--- config.mk ---
export PLATFORM = sky130hd
export DESIGN_NAME = clkloss_seq
export DESIGN_NICKNAME = d
export VERILOG_FILES = /design/src/rtl/clkseq_pkg.sv /design/src/rtl/clkseq_loss_det.sv /design/src/rtl/clkseq_ramp.sv /design/src/rtl/clkseq_fsm.sv /design/src/rtl/clkseq_top.sv
export SDC_FILE = /design/constraint.sdc
export NUM_CORES = 1
export LEC_CHECK = 0
export BUFFER_PORTS_ARGS = -buffer_cell sky130_fd_sc_hd__buf_2
export CAP_MARGIN = 20
export CORE_MARGIN = 1
export CORE_UTILIZATION = 35
export CTS_CLUSTER_SIZE = 30
export DETAILED_ROUTE_END_ITERATION = 8
export HOLD_SLACK_MARGIN = 0.12
export MAX_ROUTING_LAYER = met4
export PLACE_DENSITY = 0.61
export SETUP_SLACK_MARGIN = 0.05
export SYNTH_ARGS = -nofsm -noshare
export SYNTH_HDL_FRONTEND = slang
export SYNTH_SLANG_ARGS = --single-unit
--- constraint.sdc ---
create_clock -name ref_clk -period 4.27 [get_ports ref_clk]
set_input_delay 0.854 -clock ref_clk [delete_from_list [all_inputs] [get_ports ref_clk]]
set_output_delay 0.854 -clock ref_clk [all_outputs]
set_load 0.02 [all_outputs]
--- src/rtl/clkseq_pkg.sv ---
package clkseq_pkg;
    typedef enum logic [2:0] {
        ST_RUN         = 3'd0,
        ST_MUTE_HOLD   = 3'd1,
        ST_REINIT      = 3'd2,
        ST_PWM_RESTART = 3'd3,
        ST_RAMP        = 3'd4
    } seq_state_t;
endpackage

--- src/rtl/clkseq_loss_det.sv ---
module clkseq_loss_det #(
    parameter int LOSS_CYC = 16
) (
    input  logic clk,
    input  logic rst_n,
    input  logic mclk,
    output logic lost
);
    localparam int CW = $clog2(LOSS_CYC + 1);

    logic          s1, s2, s3;
    logic          edge_seen;
    logic [CW-1:0] idle_cnt;

    always_ff @(posedge clk or negedge rst_n) begin
        if (!rst_n) begin
            s1 <= 1'b0;
            s2 <= 1'b0;
            s3 <= 1'b0;
        end else begin
            s1 <= mclk;
            s2 <= s1;
            s3 <= s2;
        end
    end

    assign edge_seen = s2 ^ s3;

    always_ff @(posedge clk or negedge rst_n) begin
        if (!rst_n) begin
            idle_cnt <= CW'(LOSS_CYC);
        end else if (edge_seen) begin
            idle_cnt <= '0;
        end else if (!lost) begin
            idle_cnt <= idle_cnt + 1'b1;
        end
    end

    assign lost = (idle_cnt == CW'(LOSS_CYC));

    // an observed edge clears the loss flag on the following cycle
    a_r2_edge_clears: assert property (@(posedge clk) disable iff (!rst_n)
        edge_seen |=> !lost);
    // loss can only start after a cycle with no edge
    a_r2_rise_needs_idle: assert property (@(posedge clk) disable iff (!rst_n)
        $rose(lost) |-> !$past(edge_seen));
endmodule

--- src/rtl/clkseq_ramp.sv ---
module clkseq_ramp #(
    parameter int GW        = 8,
    parameter int STEP_LOG2 = 2,
    parameter int STEP_CYC  = 5
) (
    input  logic          clk,
    input  logic          rst_n,
    input  logic          en,
    input  logic [GW-1:0] target,
    output logic [GW-1:0] level,
    output logic          done
);
    localparam int STEPS = 1 << STEP_LOG2;
    localparam int KW    = STEP_LOG2 + 1;
    localparam int YW    = $clog2(STEP_CYC + 1);
    localparam int PW    = GW + KW;

    logic [KW-1:0] k;
    logic [YW-1:0] cyc;
    logic [PW-1:0] prod;

    always_ff @(posedge clk or negedge rst_n) begin
        if (!rst_n) begin
            k   <= '0;
            cyc <= '0;
        end else if (!en) begin
            k   <= '0;
            cyc <= '0;
        end else if (!done) begin
            if (cyc == YW'(STEP_CYC - 1)) begin
                cyc <= '0;
                k   <= k + 1'b1;
            end else begin
                cyc <= cyc + 1'b1;
            end
        end
    end

    assign done  = (k == KW'(STEPS));
    assign prod  = PW'(target) * PW'(k);
    assign level = prod[STEP_LOG2 +: GW];

    // the step index never exceeds the final step
    a_r7_step_bound: assert property (@(posedge clk) disable iff (!rst_n)
        k <= KW'(STEPS));
endmodule

--- src/rtl/clkseq_fsm.sv ---
module clkseq_fsm
    import clkseq_pkg::*;
#(
    parameter int REINIT_CYC  = 40,
    parameter int RESTART_CYC = 8
) (
    input  logic       clk,
    input  logic       rst_n,
    input  logic       lost,
    input  logic       rate_change,
    input  logic       ramp_done,
    output seq_state_t state
);
    localparam int MAXC = (REINIT_CYC > RESTART_CYC) ? REINIT_CYC : RESTART_CYC;
    localparam int TW   = $clog2(MAXC + 1);

    seq_state_t    state_nx;
    logic [TW-1:0] tmr;

    always_comb begin
        state_nx = state;
        unique case (state)
            ST_RUN:         if (lost) state_nx = ST_MUTE_HOLD;
            ST_MUTE_HOLD:   if (!lost) state_nx = ST_REINIT;
            ST_REINIT:      if (tmr == TW'(REINIT_CYC - 1)) state_nx = ST_PWM_RESTART;
            ST_PWM_RESTART: if (tmr == TW'(RESTART_CYC - 1)) state_nx = ST_RAMP;
            ST_RAMP:        if (ramp_done) state_nx = ST_RUN;
            default:        state_nx = ST_MUTE_HOLD;
        endcase
        if (lost || rate_change) state_nx = ST_MUTE_HOLD;
    end

    always_ff @(posedge clk or negedge rst_n) begin
        if (!rst_n) begin
            state <= ST_MUTE_HOLD;
            tmr   <= '0;
        end else begin
            state <= state_nx;
            tmr   <= (state_nx != state) ? '0 : tmr + 1'b1;
        end
    end

    // a rate change request always lands in the safe state
    a_r9_rate_to_mute: assert property (@(posedge clk) disable iff (!rst_n)
        rate_change |=> state == ST_MUTE_HOLD);
    // clock loss outside RUN returns to the safe state
    a_r8_loss_returns: assert property (@(posedge clk) disable iff (!rst_n)
        (lost && state != ST_RUN) |=> state == ST_MUTE_HOLD);
    // the restart phase is entered only from re-initialization
    a_r5_restart_after_reinit: assert property (@(posedge clk) disable iff (!rst_n)
        (state == ST_PWM_RESTART && $past(state) != ST_PWM_RESTART) |-> $past(state) == ST_REINIT);
endmodule

--- src/rtl/clkseq_top.sv ---
module clkloss_seq
    import clkseq_pkg::*;
#(
    parameter int CH          = 2,
    parameter int GW          = 8,
    parameter int LOSS_CYC    = 16,
    parameter int REINIT_CYC  = 40,
    parameter int RESTART_CYC = 8,
    parameter int STEP_LOG2   = 2,
    parameter int STEP_CYC    = 5
) (
    input  logic          ref_clk,
    input  logic          ref_rst_n,
    input  logic          mclk,
    input  logic          rate_change,
    input  logic [GW-1:0] target_gain,
    input  logic [CH-1:0] pwm_p_in,
    input  logic [CH-1:0] pwm_m_in,
    input  logic [CH-1:0] valid_in,
    output logic [CH-1:0] pwm_p_out,
    output logic [CH-1:0] pwm_m_out,
    output logic [CH-1:0] valid_out,
    output logic          proc_rst,
    output logic          bus_hold,
    output logic          ramp_active,
    output logic [GW-1:0] gain
);
    logic          lost;
    logic          ramp_done;
    logic [GW-1:0] ramp_level;
    seq_state_t    state;

    clkseq_loss_det #(.LOSS_CYC(LOSS_CYC)) u_det (
        .clk(ref_clk), .rst_n(ref_rst_n), .mclk(mclk), .lost(lost)
    );

    clkseq_fsm #(.REINIT_CYC(REINIT_CYC), .RESTART_CYC(RESTART_CYC)) u_fsm (
        .clk(ref_clk), .rst_n(ref_rst_n), .lost(lost),
        .rate_change(rate_change), .ramp_done(ramp_done), .state(state)
    );

    clkseq_ramp #(.GW(GW), .STEP_LOG2(STEP_LOG2), .STEP_CYC(STEP_CYC)) u_ramp (
        .clk(ref_clk), .rst_n(ref_rst_n), .en(state == ST_RAMP),
        .target(target_gain), .level(ramp_level), .done(ramp_done)
    );

    always_comb begin
        pwm_p_out   = pwm_p_in;
        pwm_m_out   = pwm_m_in;
        valid_out   = valid_in;
        proc_rst    = 1'b0;
        bus_hold    = 1'b0;
        ramp_active = 1'b0;
        gain        = '0;
        unique case (state)
            ST_RUN: gain = target_gain;
            ST_MUTE_HOLD: begin
                pwm_p_out = '0;
                pwm_m_out = '1;
                valid_out = '0;
                proc_rst  = 1'b1;
                bus_hold  = 1'b1;
            end
            ST_REINIT: begin
                pwm_p_out = '0;
                pwm_m_out = '1;
                valid_out = '0;
            end
            ST_PWM_RESTART: gain = '0;
            ST_RAMP: begin
                ramp_active = 1'b1;
                gain        = ramp_level;
            end
            default: begin
                pwm_p_out = '0;
                pwm_m_out = '1;
                valid_out = '0;
                proc_rst  = 1'b1;
                bus_hold  = 1'b1;
            end
        endcase
    end

    // a fresh loss puts every leg at its mute level on the next cycle
    a_r3_mute_on_loss: assert property (@(posedge ref_clk) disable iff (!ref_rst_n)
        $rose(lost) |=> (pwm_p_out == '0 && pwm_m_out == '1 && valid_out == '0 && gain == '0));
    // control bus and processing are held after a loss
    a_r4_hold_on_loss: assert property (@(posedge ref_clk) disable iff (!ref_rst_n)
        $rose(lost) |=> (proc_rst && bus_hold));
    // gain never falls while ramping and never overshoots the target
    a_r7_ramp_monotonic: assert property (@(posedge ref_clk) disable iff (!ref_rst_n)
        (ramp_active && $past(ramp_active) && $stable(target_gain)) |-> gain >= $past(gain));
    a_r7_gain_bound: assert property (@(posedge ref_clk) disable iff (!ref_rst_n)
        ramp_active |-> gain <= target_gain);
endmodule

==> results.md, run 1 <==
Floorplan:
- The floorplan die height is 75.50 um.
- The floorplan has 26 rows.
- The effective utilization at floorplan is 36.78%.
- The area enclosed by the die boundary is ~5700 sq um.
- In this run the horizontal extent of the chip is 75.50 um.
- In this run the count of I/O pins placed on the die edge is 35.
- The core region area is 5140 sq um.

Final layout:
- The layout overhead on the synthesized area is 16.55%.
- In the final layout, the share of cells above drive strength 1 is a little over a fifth.
- The final layout contains slightly below 300 nets.
- The post-layout utilization of the core is 42.87%.
- Summing all non-filler instances in the final layout gives an area of between 2000 and 2500 sq um.
- The number of standard cells in the final layout excluding fillers is 325.
- The number of diodes added for antenna fixing is 0.
- Fill cells in the final layout number around 560.

Logic synthesis:
- The number of enable-type register cells in the synthesized netlist is 0.
- Synthesis produced a netlist with a net count of 262.
- The dominant register cell in the synthesized netlist is sky130_fd_sc_hd__dfrtp_1.
- The number of synthesized register bits is 23.
- The number of library cell types mapped by synthesis is 44.
- In this run the cell area of the synthesized design comes to 1891 sq um.
- Each instance of the synthesized netlist takes up on average approximately 8.5 sq um.
- Sorting the synthesized cells by area gives the leading types as sky130_fd_sc_hd__dfrtp_1 (28%), sky130_fd_sc_hd__ha_1 (9.9%), sky130_fd_sc_hd__fa_1 (7.4%), sky130_fd_sc_hd__nand2_1 (6.0%), sky130_fd_sc_hd__nor2_1 (5.4%).
- After synthesis, flip-flops and latches occupy 30.58% of the total area.
- The top cell type by total area after synthesis is sky130_fd_sc_hd__dfrtp_1.
- In this run the biggest area consumer among cell types represents 27.80% of the synthesized area.
- The proportion of synthesized flip-flops having asynchronous set or reset is 100.0%.
- The cell count after synthesis came out at between 200 and 250.
- The Yosys warning count is 0.

CTS:
- The cell sitting at the root of the clock tree is a sky130_fd_sc_hd__clkbuf_8.
- Clock-pin slew was measured on the worst setup and hold paths at 80 ps.
- The clock latency on the worst-skew pair is between 200 and 300 ps.
- The deepest clock path buffer count is 2.
- Counting the buffers created by CTS gives 3.
- The level count of the clock H-tree is 1.
- The clock sink count is 23.
- The CTS tree is built.

Worst setup path:
- The critical path in this run is classified as input port to output pin.
- Of all nets on the critical path, the largest fanout is 3.
- For the worst flop-to-flop path, the logic depth is 8.
- The worst flop-to-flop path endpoint is u_fsm.tmr[3].
- The nature of the critical path startpoint is an input port.
- STA puts the critical path data required time at 3420 ps.
- Data on the critical path arrives at its endpoint at 3240 ps.
- The worst register-to-register path begins at u_det.idle_cnt[0].
- The kind of end point of the critical path is an output pin.
- In this run the register-to-register setup slack is 2230 ps.

STA:
- Setup repair after global routing left no endpoint under its margin.
- The final period utilization is 95.84%.
- The hold violation total from the final report is 0.
- Based on the critical path, the design can be clocked at up to 244.3 MHz.
- The minimum period implied by the final worst setup slack is 4093 ps.
- At the pin with the least slew margin, the transition time is around 800 ps.
- The max-slew violation total from the final report came to 0.
- The clock skew after layout is ~3.2 ps.
- Setup violations remaining at the end of the flow were counted as 0.
- The worst max-slew margin expressed relative to the limit is 46.73%.

Flow run:
- The tool flagged a number of max-cap violations equal to 0.

Power:
- The power density over the cells is 210.4 nW/um^2.
- In this run the static leakage power is 1.075 nW.
- VDD sags by at most about 220 uV.
- The overall power after layout is roughly 0.46 mW.

Global route:
- The via count of the first global-routing pass came to between 1000 and 1500.
- Global routing consumed, over all layers together, 14.31% of the routing resources.
- The initial antenna violation count is 0.
- Entering global routing, the biggest net connects 24 pins.
- The total grt overflow is 0.
- The first-pass GRT wire length is 6.099 mm.

Place:
- The routability congestion estimate is 0.8687.
- The area of placed instances is 2141 sq um.
- The count of buffers from port buffering is 34.
- The HPWL reported at the end of detailed placement is 2.889 mm.
- The instance count after placement with tap cells included is 321.

Routing:
- The length of the first detailed-routing pass in iterations is 4.
- For this block, the routed nets add up to approximately 3.7 mm of wire.
- After the first detailed-routing iteration, the DRC count stood at 49.
- Using the TritonRoute via totals, the vias-per-cell ratio works out to ~4.8.
- Summing over every cut layer, the via total after detailed routing is 1552.
- In the final routed layout, each cell accounts on average for 11.47 um.
- The detail route stage leaves a number of antenna-violating nets equal to 0.
- The remaining design rule violation count is 0.

Min path:
- The startpoint of the most critical hold path is u_det.s1.
- The path type of the worst min-delay path is flop to flop.
- The endpoint with the worst hold slack is u_det.s2.
- The worst hold path passes through 0 cells.

Outcome:
- The run finished with clean final reports.
[where the power goes]
part / internal, mW / total, mW / switching (mW)
logic: 0.0355 / 0.0876 / 0.0521
registers: 0.230 / 0.242 / 0.0119
clock network: 0.0665 / 0.134 / 0.0672
total: 0.332 / 0.464 / 0.131
[critical path, stage by stage]
cell and delay (ps):
sky130_fd_sc_hd__buf_2 100, sky130_fd_sc_hd__nand2_2 60, sky130_fd_sc_hd__fa_1 530, sky130_fd_sc_hd__inv_1 40
sky130_fd_sc_hd__ha_2 190, sky130_fd_sc_hd__fa_2 340, sky130_fd_sc_hd__a21o_1 170, sky130_fd_sc_hd__a21oi_2 140
sky130_fd_sc_hd__nor2b_1 60, sky130_fd_sc_hd__o21ai_1 190, sky130_fd_sc_hd__mux2_4 320, sky130_fd_sc_hd__o211ai_1 80
sky130_fd_sc_hd__buf_4 170
[flip-flops by register name, summed over array words and instances (netlist names)]
| signal | flops |
|---|---|
| u_fsm.state | 3 |
| u_det.s3 | 1 |
| u_det.s2 | 1 |
| u_ramp.cyc | 3 |
| u_ramp.k | 3 |
| u_fsm.tmr | 6 |
| u_det.s1 | 1 |
| u_det.idle_cnt | 5 |
[per-layer routing]
| metal | GRT usage [%] | share of wire (%) | vias to the layer above |
|---|---|---|---|
| li1 | - | - | 792 |
| met1 | 20.25 | 51 | 731 |
| met2 | 21.53 | 45 | 27 |
| met3 | 2.381 | 3.9 | 2 |
| met4 | 3.086 | 0.46 | 0 |
| met5 | - | 0 | - |
[worst max path at each step]
stage	to	startpoint	cells past startpoint	slack [ps]
after global routing	gain[6]	target_gain[0]	13	40
after floorplan	gain[6]	target_gain[0]	11	200
after CTS	gain[6]	target_gain[0]	13	80
final	gain[6]	target_gain[0]	13	180
after detailed placement	gain[6]	target_gain[0]	13	-3
after global placement	gain[6]	target_gain[0]	13	10
[synth_stat cells, types with 4 or more instances]
| cell type | n |
|---|---|
| sky130_fd_sc_hd__inv_1 | 21 |
| sky130_fd_sc_hd__o21ai_0 | 4 |
| sky130_fd_sc_hd__mux2i_1 | 7 |
| sky130_fd_sc_hd__a21oi_1 | 9 |
| sky130_fd_sc_hd__nor3_1 | 4 |
| sky130_fd_sc_hd__nor2_1 | 27 |
| sky130_fd_sc_hd__ha_1 | 15 |
| sky130_fd_sc_hd__clkbuf_1 | 5 |
| sky130_fd_sc_hd__dfrtp_1 | 21 |
| sky130_fd_sc_hd__a211oi_1 | 4 |
| sky130_fd_sc_hd__xnor2_1 | 8 |
| sky130_fd_sc_hd__and2_1 | 7 |
| sky130_fd_sc_hd__fa_1 | 7 |
| sky130_fd_sc_hd__nand2_1 | 30 |
| sky130_fd_sc_hd__nand3_1 | 6 |
| sky130_fd_sc_hd__xor2_1 | 7 |
| sky130_fd_sc_hd__nand3b_1 | 4 |
[stage by stage]
stage	setup WS, ps	setup TNS (ps)	hold slack [ps]
4_1_cts	75.23	0	366.8
6_report	177.4	0	362.8
5_1_grt	40.05	0	380.4
3_5_place_dp	-3.158	-3.158	347.9
3_3_place_gp	11.27	0	348.3
2_1_floorplan	195.0	0	331.2
[cells by family after synthesis]
kind of cell	after synthesis	share of synthesized area [%]
buffers and inverters	31	6.552
xor gates and xnor gates	15	6.949
DFF	23	30.58
muxes	9	4.897
adders and majority gates	22	17.34
AOI/OAI and AO/OA	28	9.729
and+or+nand+nor	94	23.96
[layout make-up]
type | count | area, sq um | area share, %
tap | 70 | 87.58 | 3.975
clock buffer | 4 | 45.04 | 2.044
sequential | 23 | 578.1 | 26.24
timing repair buffer | 39 | 210.2 | 9.540
multi-input combinational | 168 | 1204 | 54.63
inverter | 21 | 78.83 | 3.578
[timing repair]
action / CTS / global route
buffers inserted: 0 / 0
resized for setup: 3 / 4
pin swaps: 0 / 3
setup endpoints to repair: 1 / 1
hold buffers: 0 / 0
hold endpoints to repair: 0 / 0
[cells in the final DEF (no fill, tap or decap), types with 8 or more instances in the layout]
cell type / instances
sky130_fd_sc_hd__inv_1: 21
sky130_fd_sc_hd__ha_1: 14
sky130_fd_sc_hd__buf_2: 33
sky130_fd_sc_hd__nand2_1: 29
sky130_fd_sc_hd__nor2_1: 27
sky130_fd_sc_hd__dfrtp_1: 21
sky130_fd_sc_hd__a21oi_1: 8
sky130_fd_sc_hd__xnor2_1: 8
(Power assumes the default switching activity.)
==> run 2, diff against run 1 <==
==> constraint.sdc (replaced) <==
create_clock -name ref_clk -period 4.27 [get_ports ref_clk]
set_input_delay 1.281 -clock ref_clk [delete_from_list [all_inputs] [get_ports ref_clk]]
set_output_delay 1.281 -clock ref_clk [all_outputs]
set_load 0.02 [all_outputs]
==> run 2 against run 1 <==
  * Highest routed layer unchanged
  * Largest power group unchanged
  * Largest cell class unchanged
  * Sequential share of layout area decreased by 3.1 points
  * Design area is 14% higher
  * Global-route usage grew 1.3 points
  * Worst setup slack got worse by 810 ps
  * The flow now finishes with violations (setup timing)
==> results.md, run 2 (synthesis gave the netlist of run 1 again) <==
CTS:
- The clock latency on the worst-skew pair is 260 ps (about the same).
- The deepest clock path buffer count came to 2 (unchanged).
- The total clock buffers created by CTS is 3 (unchanged).
- The hold buffer count at CTS is 0 (unchanged).
- The level count of the clock H-tree is 1 (unchanged).
- The clock sink count was 23 (unchanged).
- The CTS clock-pin slew for the worst setup and hold paths came to 80 ps (about the same).
- The cell chosen for the clock root is sky130_fd_sc_hd__clkbuf_8.
- The CTS tree is built.

Routing:
- The via count was 1609 (+3.7%).
- The antenna violation net count after detailed routing is 0 (unchanged).
- The remaining design rule violation count is 0 (unchanged).
- The wire length reported by the detailed router is 4.010 mm (+7.5%).
- The number of vias per cell after detailed routing is 4.705 (-1.5%).
- The length of the first detailed-routing pass in iterations is 4 (unchanged).
- The DRC violation total after the first TritonRoute iteration is 57 (+16%).
- The average wire length per cell after detail routing is 11.73 um (+2.2%).

Worst setup path:
- The critical path goes through buf_8 > nand2_4 > fa_1 > inv_1 > ha_2 > fa_2 > a21o_1 > a21oi_2 > nor2b_1 > o21ai_1 > mux2_4 > o211ai_1 > buf_4.
- The data arrival time of the worst path was 3620 ps (+380 ps).
- The maximum single-stage delay on the critical path came to 530 ps (about the same).
- The cell class contributing the biggest share of worst-path delay is adder cells.
- The nature of the critical path startpoint is an input port.
- Among all stages on the critical path, the largest delay is contributed by sky130_fd_sc_hd__fa_1.
- The buffers plus inverters on the worst setup path is 3 (unchanged).
- The kind of end point of the critical path is an output pin.
- The critical path in this run is classified as input port to output pin.
- The maximum net fanout on the critical path is 3 (unchanged).
- The data required time of the critical path came to 2990 ps (-430 ps).

STA:
- The minimum period implied by the final worst setup slack is 4898 ps (+805.4 ps).
- The clock skew after layout is 2.397 ps (-0.7821 ps).
- The final period utilization is 114.7% (+19 points).
- The max-slew violation total from the final report is 0 (unchanged).
- The final hold slack is 359.3 ps (-3.539 ps).
- The worst max-slew margin expressed relative to the limit is 60.05% (+13 points).
- Setup repair after global routing could not meet its margin everywhere.
- The transition time of the tightest slew-check pin is 597.0 ps (-202.1 ps).
- The fmax is 204.2 MHz (-16%).
- The final setup slack of the worst path came to -627.9 ps (-805.4 ps).
- The hold violation total from the final report was 0 (unchanged).
- The number of setup violations in the final report came to 7 (+7).

Power:
- The clock power share is 28.6% (-0.2 points).
- The switching share of power is 29.19% (+0.89 points).
- The power density over the cells is 191.3 nW/um^2 (-9.1%).
- The reported leakage power is 1.202 nW (+12%).
- The sequential fraction of design power is 50.6% (-1.7 points).
- The worst-case vdd ir drop is 161.4 uV (-27%).
- The net switching power is 0.1398 mW (+6.5%).
- The cell-internal power is 0.3391 mW (+2.0%).
- The part of the power in combinational logic was 20.8% (+1.9 points).

Global route:
- The first-pass GRT wire length is 6.596 mm (+8.1%).
- The overall global routing resource usage is 15.58% (+1.3 points).
- The initial antenna violation count is 0 (unchanged).
- The via count of the first global-routing pass was 1498 (+8.9%).
- The maximum number of pins on one net before global-route repair is 24 (unchanged).
- The total grt overflow is 0 (unchanged).

Outcome:
- The flow ran to the end, but the final reports show violations.
- The final reports fail on setup timing.

Final layout:
- The fraction of layout instances using a drive strength above 1 was 34.19% (+13 points).
- The register area is 578.1 sq um (unchanged).
- The number of flip-flops in the largest register came to 6 (unchanged).
- u_fsm.tmr holds more flip-flops than any other register.
- The net total in the final layout is 313 (+5.7%).
- The number of standard cells in the final layout excluding fillers is 342 (+5.2%).
- The largest registers in the layout are u_fsm.tmr: 6 flops, u_det.idle_cnt: 5 flops.
- The number of diodes added for antenna fixing was 0 (unchanged).
- The top cell types in the final layout, fill and taps aside, are sky130_fd_sc_hd__nand2_1 (25), sky130_fd_sc_hd__buf_4 (25), sky130_fd_sc_hd__buf_2 (24), sky130_fd_sc_hd__nor2_1 (23), sky130_fd_sc_hd__dfrtp_1 (21).
- The fill cell total of the finished layout was 519 (-6.7%).
- The multi-input logic area came to 1323 sq um (+9.9%).
- From synthesis to final layout, the design area changed by 32.43%.

Floorplan:
- The floorplan die height is 75.50 um (unchanged).
- The number of top-level design ports was 35 (unchanged).
- The die width is 75.50 um (unchanged).
- The core region area is 5140 sq um (unchanged).
- The effective utilization at floorplan came to 36.78% (unchanged).
- The area enclosed by the die boundary is 5700 sq um (unchanged).
- The number of placement rows came to 26 (unchanged).

Place:
- The instance count after placement with tap cells included is 336 (+4.7%).
- The count of buffers from port buffering is 34 (unchanged).
- The routability congestion estimate is 0.7181 (-17%).
- The HPWL reported at the end of detailed placement was 2.936 mm (+1.6%).

Flow run:
- The number of max-cap violations is 0 (unchanged).

Min path:
- The path class of the tightest hold or removal check is flop to flop.
==> run 2: through the flow <==
stage | utilization, % | cell area (sq um) | power (mW) | worst slack (ps) | TNS [ps]
floorplan | - | 1944 | 0.3058 | -492.7 | -933.7
global placement | 44.89 | 2307 | 0.3390 | -702.8 | -2886
detailed placement | 44.89 | 2307 | 0.3412 | -721.3 | -2990
CTS | 47.25 | 2429 | 0.4826 | -646.1 | -2600
global route | 48.71 | 2504 | 0.5084 | -801.8 | -3182
finish | 48.71 | 2504 | 0.4788 | -627.9 | -2342
==> run 2: final timing paths <==
check | from | end | slack [ps] | cells past startpoint
worst max register to register | u_det.idle_cnt[0] | u_fsm.tmr[4] | 2200 | 8
min in group asynchronous | ref_rst_n | u_det.idle_cnt[2] | 980 | 1
worst max-delay path | target_gain[1] | gain[6] | -630 | 13
max in group asynchronous | ref_rst_n | u_fsm.state[0] | 2930 | 1
worst min register to register | u_det.s1 | u_det.s2 | 360 | 0
worst min-delay path | u_det.s1 | u_det.s2 | 360 | 0
==> run 2: metal layers <==
| metal | share of wire, % | vias up | wire, um | global-route usage, % |
|---|---|---|---|---|
| met5 | 0 | - | 0 | - |
| met4 | 0.62 | 0 | 25 | 2.469 |
| met3 | 2.7 | 4 | 107 | 2.778 |
| met2 | 49 | 25 | 1957 | 27.68 |
| met1 | 48 | 756 | 1920 | 18.77 |
| li1 | - | 824 | - | - |
==> run 2: worst register-to-register path, cell delays in order, from the launching register on <==
cell and delay (ps):
sky130_fd_sc_hd__dfrtp_1 370, sky130_fd_sc_hd__inv_1 70, sky130_fd_sc_hd__ha_1 200, sky130_fd_sc_hd__and4bb_4 220, sky130_fd_sc_hd__or2_1 300, sky130_fd_sc_hd__or3_1 400
sky130_fd_sc_hd__a21oi_2 160, sky130_fd_sc_hd__o22ai_2 150, sky130_fd_sc_hd__nor2_1 130
==> run 2: what timing repair did <==
item,CTS,global route
gates resized for setup,16,16
hold endpoints to repair,0,0
pin swaps,9,8
setup endpoints to repair,7,7
setup buffers,1,1
==> run 2: final cells by class <==
class / instances / area share (%)
flip-flops and latches: 23 / 23.09
repair buffers: 56 / 15.59
clock buffers: 3 / 1.649
inverters: 21 / 3.148
clock inverters: 1 / 0.1999
well taps: 70 / 3.498
multi-input cells: 168 / 52.82
==> run 2: power groups by stage <==
| stage | combinational, mW | clock (mW) | sequential [mW] |
|---|---|---|---|
| after global placement | 0.0926 | 0 | 0.246 |
| after global routing | 0.113 | 0.150 | 0.245 |
| after detailed placement | 0.0943 | 0 | 0.247 |
| final | 0.0997 | 0.137 | 0.242 |
| after CTS | 0.0983 | 0.142 | 0.243 |
| after floorplan | 0.0643 | 0 | 0.242 |
==> run 3, diff against run 2 <==
ABC_AREA = 1   (was default)
CAP_MARGIN = default   (was 20)
==> run 3 against run 2 <==
  * The flow still finishes with violations (setup timing)
  * Sequential power is 2% lower
  * First-iteration DRC count is 53% higher
  * Critical path depth stayed put
  * Register-to-register slack better by 350 ps
  * Utilization is 0.10 points lower
  * Power is 2.4% lower
  * Combinational power is 3.4% lower
  * Non-clock buffer count is 4 lower
  * Wire length is 7.4% higher
  * Clock skew is 5.5 ps higher
  * Critical endpoint is now gain[5]
  * Largest cell class unchanged
  * Highest routed layer unchanged
==> results.md, run 3 <==
Power:
- The overall power after layout came to 0.4675 mW (-2.4%).
- The worst-case vdd ir drop is 115.7 uV (-28%).
- The power density over the cells was 184.8 nW/um^2 (-3.4%).
- The reported leakage power is 1.305 nW (+8.6%).

Logic synthesis:
- The proportion of synthesized flip-flops having asynchronous set or reset is 100.0% (unchanged).
- The dominant register cell in the synthesized netlist is sky130_fd_sc_hd__dfrtp_1.
- The number of synthesized register bits was 23 (unchanged).
- The number of library cell types mapped by synthesis is 33 (-25%).
- The net count after synthesis is 301 (+15%).
- The number of enable-type register cells in the synthesized netlist is 0 (unchanged).
- The netlist area before placement is 1937 sq um (+2.4%).
- By count the netlist is led by sky130_fd_sc_hd__nand2_1 (61), sky130_fd_sc_hd__inv_1 (42), sky130_fd_sc_hd__nor2_1 (24).
- The top cell type by total area after synthesis is sky130_fd_sc_hd__dfrtp_1.
- The synthesized area per cell is 7.421 sq um (-13%).
- The share of the synthesized area in the top cell type is 27.13% (-0.66 points).
- The Yosys warning count is 0 (unchanged).
- By area the synthesized netlist is led by sky130_fd_sc_hd__dfrtp_1 (27%), sky130_fd_sc_hd__nand2_1 (12%), sky130_fd_sc_hd__ha_1 (9.7%), sky130_fd_sc_hd__inv_1 (8.1%), sky130_fd_sc_hd__fa_1 (7.2%).
- By instance count, the leading cell after synthesis is sky130_fd_sc_hd__nand2_1.
- The portion of the post-synthesis area used by sequential elements came to 29.84% (-0.73 points).
- The instance count of the mapped netlist is 261 (+18%).

CTS:
- The CTS tree is built.
- The clock sink count is 23 (unchanged).
- The deepest clock path buffer count came to 2 (unchanged).
- The clock latency on the worst-skew pair is 260 ps (about the same).
- The level count of the clock H-tree came to 1 (unchanged).
- The total clock buffers created by CTS is 3 (unchanged).
- The tree is rooted in a sky130_fd_sc_hd__clkbuf_8.
- The CTS clock-pin slew for the worst setup and hold paths is 80 ps (about the same).

Routing:
- The average wire length per cell after detail routing came to 11.27 um (-3.9%).
- The via count came to 1799 (+12%).
- The antenna violation net count after detailed routing was 0 (unchanged).
- The length of the first detailed-routing pass in iterations is 4 (unchanged).
- The remaining design rule violation count came to 0 (unchanged).
- The wire length reported by the detailed router is 4.306 mm (+7.4%).
- The DRC violation total after the first TritonRoute iteration was 87 (+53%).
- The number of vias per cell after detailed routing came to 4.709 (+0.10%).

Final layout:
- The largest register by flop count is u_fsm.tmr.
- The fill cell total of the finished layout was 511 (-1.5%).
- The library cell used most frequently in the layout, excluding fill and tap cells, is sky130_fd_sc_hd__nand2_1.
- The library cells used most frequently in the layout, excluding fill and tap cells, are sky130_fd_sc_hd__nand2_1 (53), sky130_fd_sc_hd__inv_1 (41), sky130_fd_sc_hd__nor2_1 (24), sky130_fd_sc_hd__buf_2 (24), sky130_fd_sc_hd__dfrtp_1 (21).
- The number of standard cells in the final layout excluding fillers is 382 (+12%).
- The number of flip-flops in the largest register was 6 (unchanged).
- The number of diodes added for antenna fixing came to 0 (unchanged).
- From synthesis to final layout, the design area changed by 30.62%.
- The largest registers in the layout are u_fsm.tmr: 6 flops, u_det.idle_cnt: 5 flops.
- The net total in the final layout is 353 (+13%).
- The fraction of layout instances using a drive strength above 1 is 32.69% (-1.5 points).

Place:
- The instance count after placement with tap cells included is 375 (+12%).
- The HPWL reported at the end of detailed placement is 3.230 mm (+10%).
- The count of buffers from port buffering is 34 (unchanged).
- The routability congestion estimate is 0.8178 (+14%).

STA:
- The clock skew after layout was 7.868 ps (+5.471 ps).
- The hold violation total from the final report was 0 (unchanged).
- The number of setup violations in the final report is 6 (-1).
- The final setup slack of the worst path was -211.3 ps (+416.6 ps).
- The final period utilization came to 104.9% (-9.8 points).
- Setup repair after global routing could not meet its margin everywhere.
- The fmax is 223.1 MHz (+9.3%).
- The max-slew violation total from the final report is 0 (unchanged).
- The worst max-slew margin expressed relative to the limit is 59.23% (-0.83 points).
- The minimum period implied by the final worst setup slack is 4481 ps (-416.6 ps).
- The transition time of the tightest slew-check pin was 609.4 ps (+12.35 ps).
- The setup TNS was -897.8 ps (+1444 ps).

Worst setup path:
- The classification of the worst setup path is input port to output pin.
- The maximum net fanout on the critical path is 6 (+3).
- The nature of the critical path startpoint is an input port.
- The data required time of the critical path is 2990 ps (about the same).
- The register-to-register path setup slack was 2550 ps (+350 ps).
- The kind of end point of the critical path is an output pin.
- The data arrival time of the worst path is 3200 ps (-420 ps).

Floorplan:
- The core region area was 5205 sq um (+1.3%).
- The floorplan die height was 76.39 um (+1.2%).
- The number of top-level design ports is 35 (unchanged).
- The area enclosed by the die boundary is 5835 sq um (+2.4%).
- The number of placement rows is 26 (unchanged).
- The effective utilization at floorplan is 37.21% (+0.43 points).
- The die width is 76.39 um (+1.2%).

Outcome:
- The run finished, with violations left.
- The final reports fail on setup timing.

Global route:
- The maximum number of pins on one net before global-route repair is 24 (unchanged).
- The total grt overflow is 0 (unchanged).
- The via count of the first global-routing pass was 1768 (+18%).
- The overall global routing resource usage is 16.58% (+1.0 points).
- The first-pass GRT wire length is 7.728 mm (+17%).
- The initial antenna violation count is 0 (unchanged).

Flow run:
- The number of max-cap violations is 0 (unchanged).

Min path:
- In this run the worst hold path is classified as flop to flop.
## run 3: cell types whose count changed in the layout (fill, tap and decap cells not counted), moves of 5 or more
cell	delta
sky130_fd_sc_hd__nand3_2	+5
sky130_fd_sc_hd__inv_1	+21
sky130_fd_sc_hd__nand3_1	+5
sky130_fd_sc_hd__mux2i_1	-7
sky130_fd_sc_hd__and2_1	-7
sky130_fd_sc_hd__nand2_1	+28
sky130_fd_sc_hd__buf_4	-5
sky130_fd_sc_hd__o21ai_0	+6
sky130_fd_sc_hd__nand2_2	+6
sky130_fd_sc_hd__a21oi_1	+6
## run 3: where the power goes
| part | total [mW] | switching (mW) | internal, mW |
|---|---|---|---|
| combinational | 0.0963 | 0.0568 | 0.0394 |
| clock | 0.134 | 0.0690 | 0.0651 |
| sequential | 0.237 | 0.00936 | 0.228 |
## run 3: worst paths after layout
| kind | depth (start not counted) | startpoint | end |
|---|---|---|---|
| worst min-delay path | 0 | u_det.s1 | u_det.s2 |
| worst max register to register | 7 | u_ramp.k[0] | u_ramp.k[2] |
| worst min register to register | 0 | u_det.s1 | u_det.s2 |
| worst max-delay path | 13 | target_gain[3] | gain[5] |
| max in group asynchronous | 1 | ref_rst_n | u_det.idle_cnt[4] |
| min in group asynchronous | 1 | ref_rst_n | u_det.idle_cnt[3] |
## run 3: final cells by class
cell class / instances / area (sq um) / share of cell area, %
clock buffers: 3 / 41.29 / 1.632
clock inverters: 1 / 5.005 / 0.1978
inverters: 46 / 172.7 / 6.825
multi-input cells: 187 / 1281 / 50.64
flip-flops and latches: 23 / 578.1 / 22.85
well taps: 70 / 87.58 / 3.462
repair buffers: 52 / 364.1 / 14.39
## run 3: critical path: stages
cell and delay (ps):
sky130_fd_sc_hd__buf_2 140, sky130_fd_sc_hd__nand2_1 100, sky130_fd_sc_hd__fa_1 530, sky130_fd_sc_hd__inv_1 70, sky130_fd_sc_hd__ha_4 260, sky130_fd_sc_hd__nand2_1 90
sky130_fd_sc_hd__nand2_1 50, sky130_fd_sc_hd__nand2_1 50, sky130_fd_sc_hd__nand3_1 80, sky130_fd_sc_hd__or2_2 270, sky130_fd_sc_hd__nand3_1 80, sky130_fd_sc_hd__nand2_2 40
sky130_fd_sc_hd__buf_2 150
## run 3: stage by stage
stage	cell area, sq um	util [%]	worst slack [ps]	hold WS [ps]
finish	2530	48.61	-211.3	355.6
global route	2530	48.61	-343.6	363.9
CTS	2517	48.37	-222.4	354.4
detailed placement	2312	44.42	-314.3	336.4
global placement	2312	44.42	-291.4	333.2
floorplan	1967	-	-16.10	331.2
## run 3: metal layers
metal  vias to the layer above  track usage (%)  wire length (um)
met2                        42            27.84              2087
met1                       823            20.41              1981
met3                        10            2.395               142
met5                         -                -                 0
li1                        924                -                 -
met4                         0            5.577                94
## run 3: timing repair
action,in CTS,in global routing
endpoints found under the setup margin,7,7
hold buffers,0,0
pin swaps,12,2
resized for setup,33,4
setup buffers,3,0
gates cloned,0,0
## run 3: logic make-up (layout without fill, tap and decap cells)
logic type      after synthesis  count (layout)  synth area share (%)
compound gates               35              35                 10.01
xor+xnor                      7               7                 3.165
fa+ha+maj                    22              22                 16.92
buf+inv                      51             102                 10.21
flops                        23              23                 29.84
simple gates                123             123                 29.84
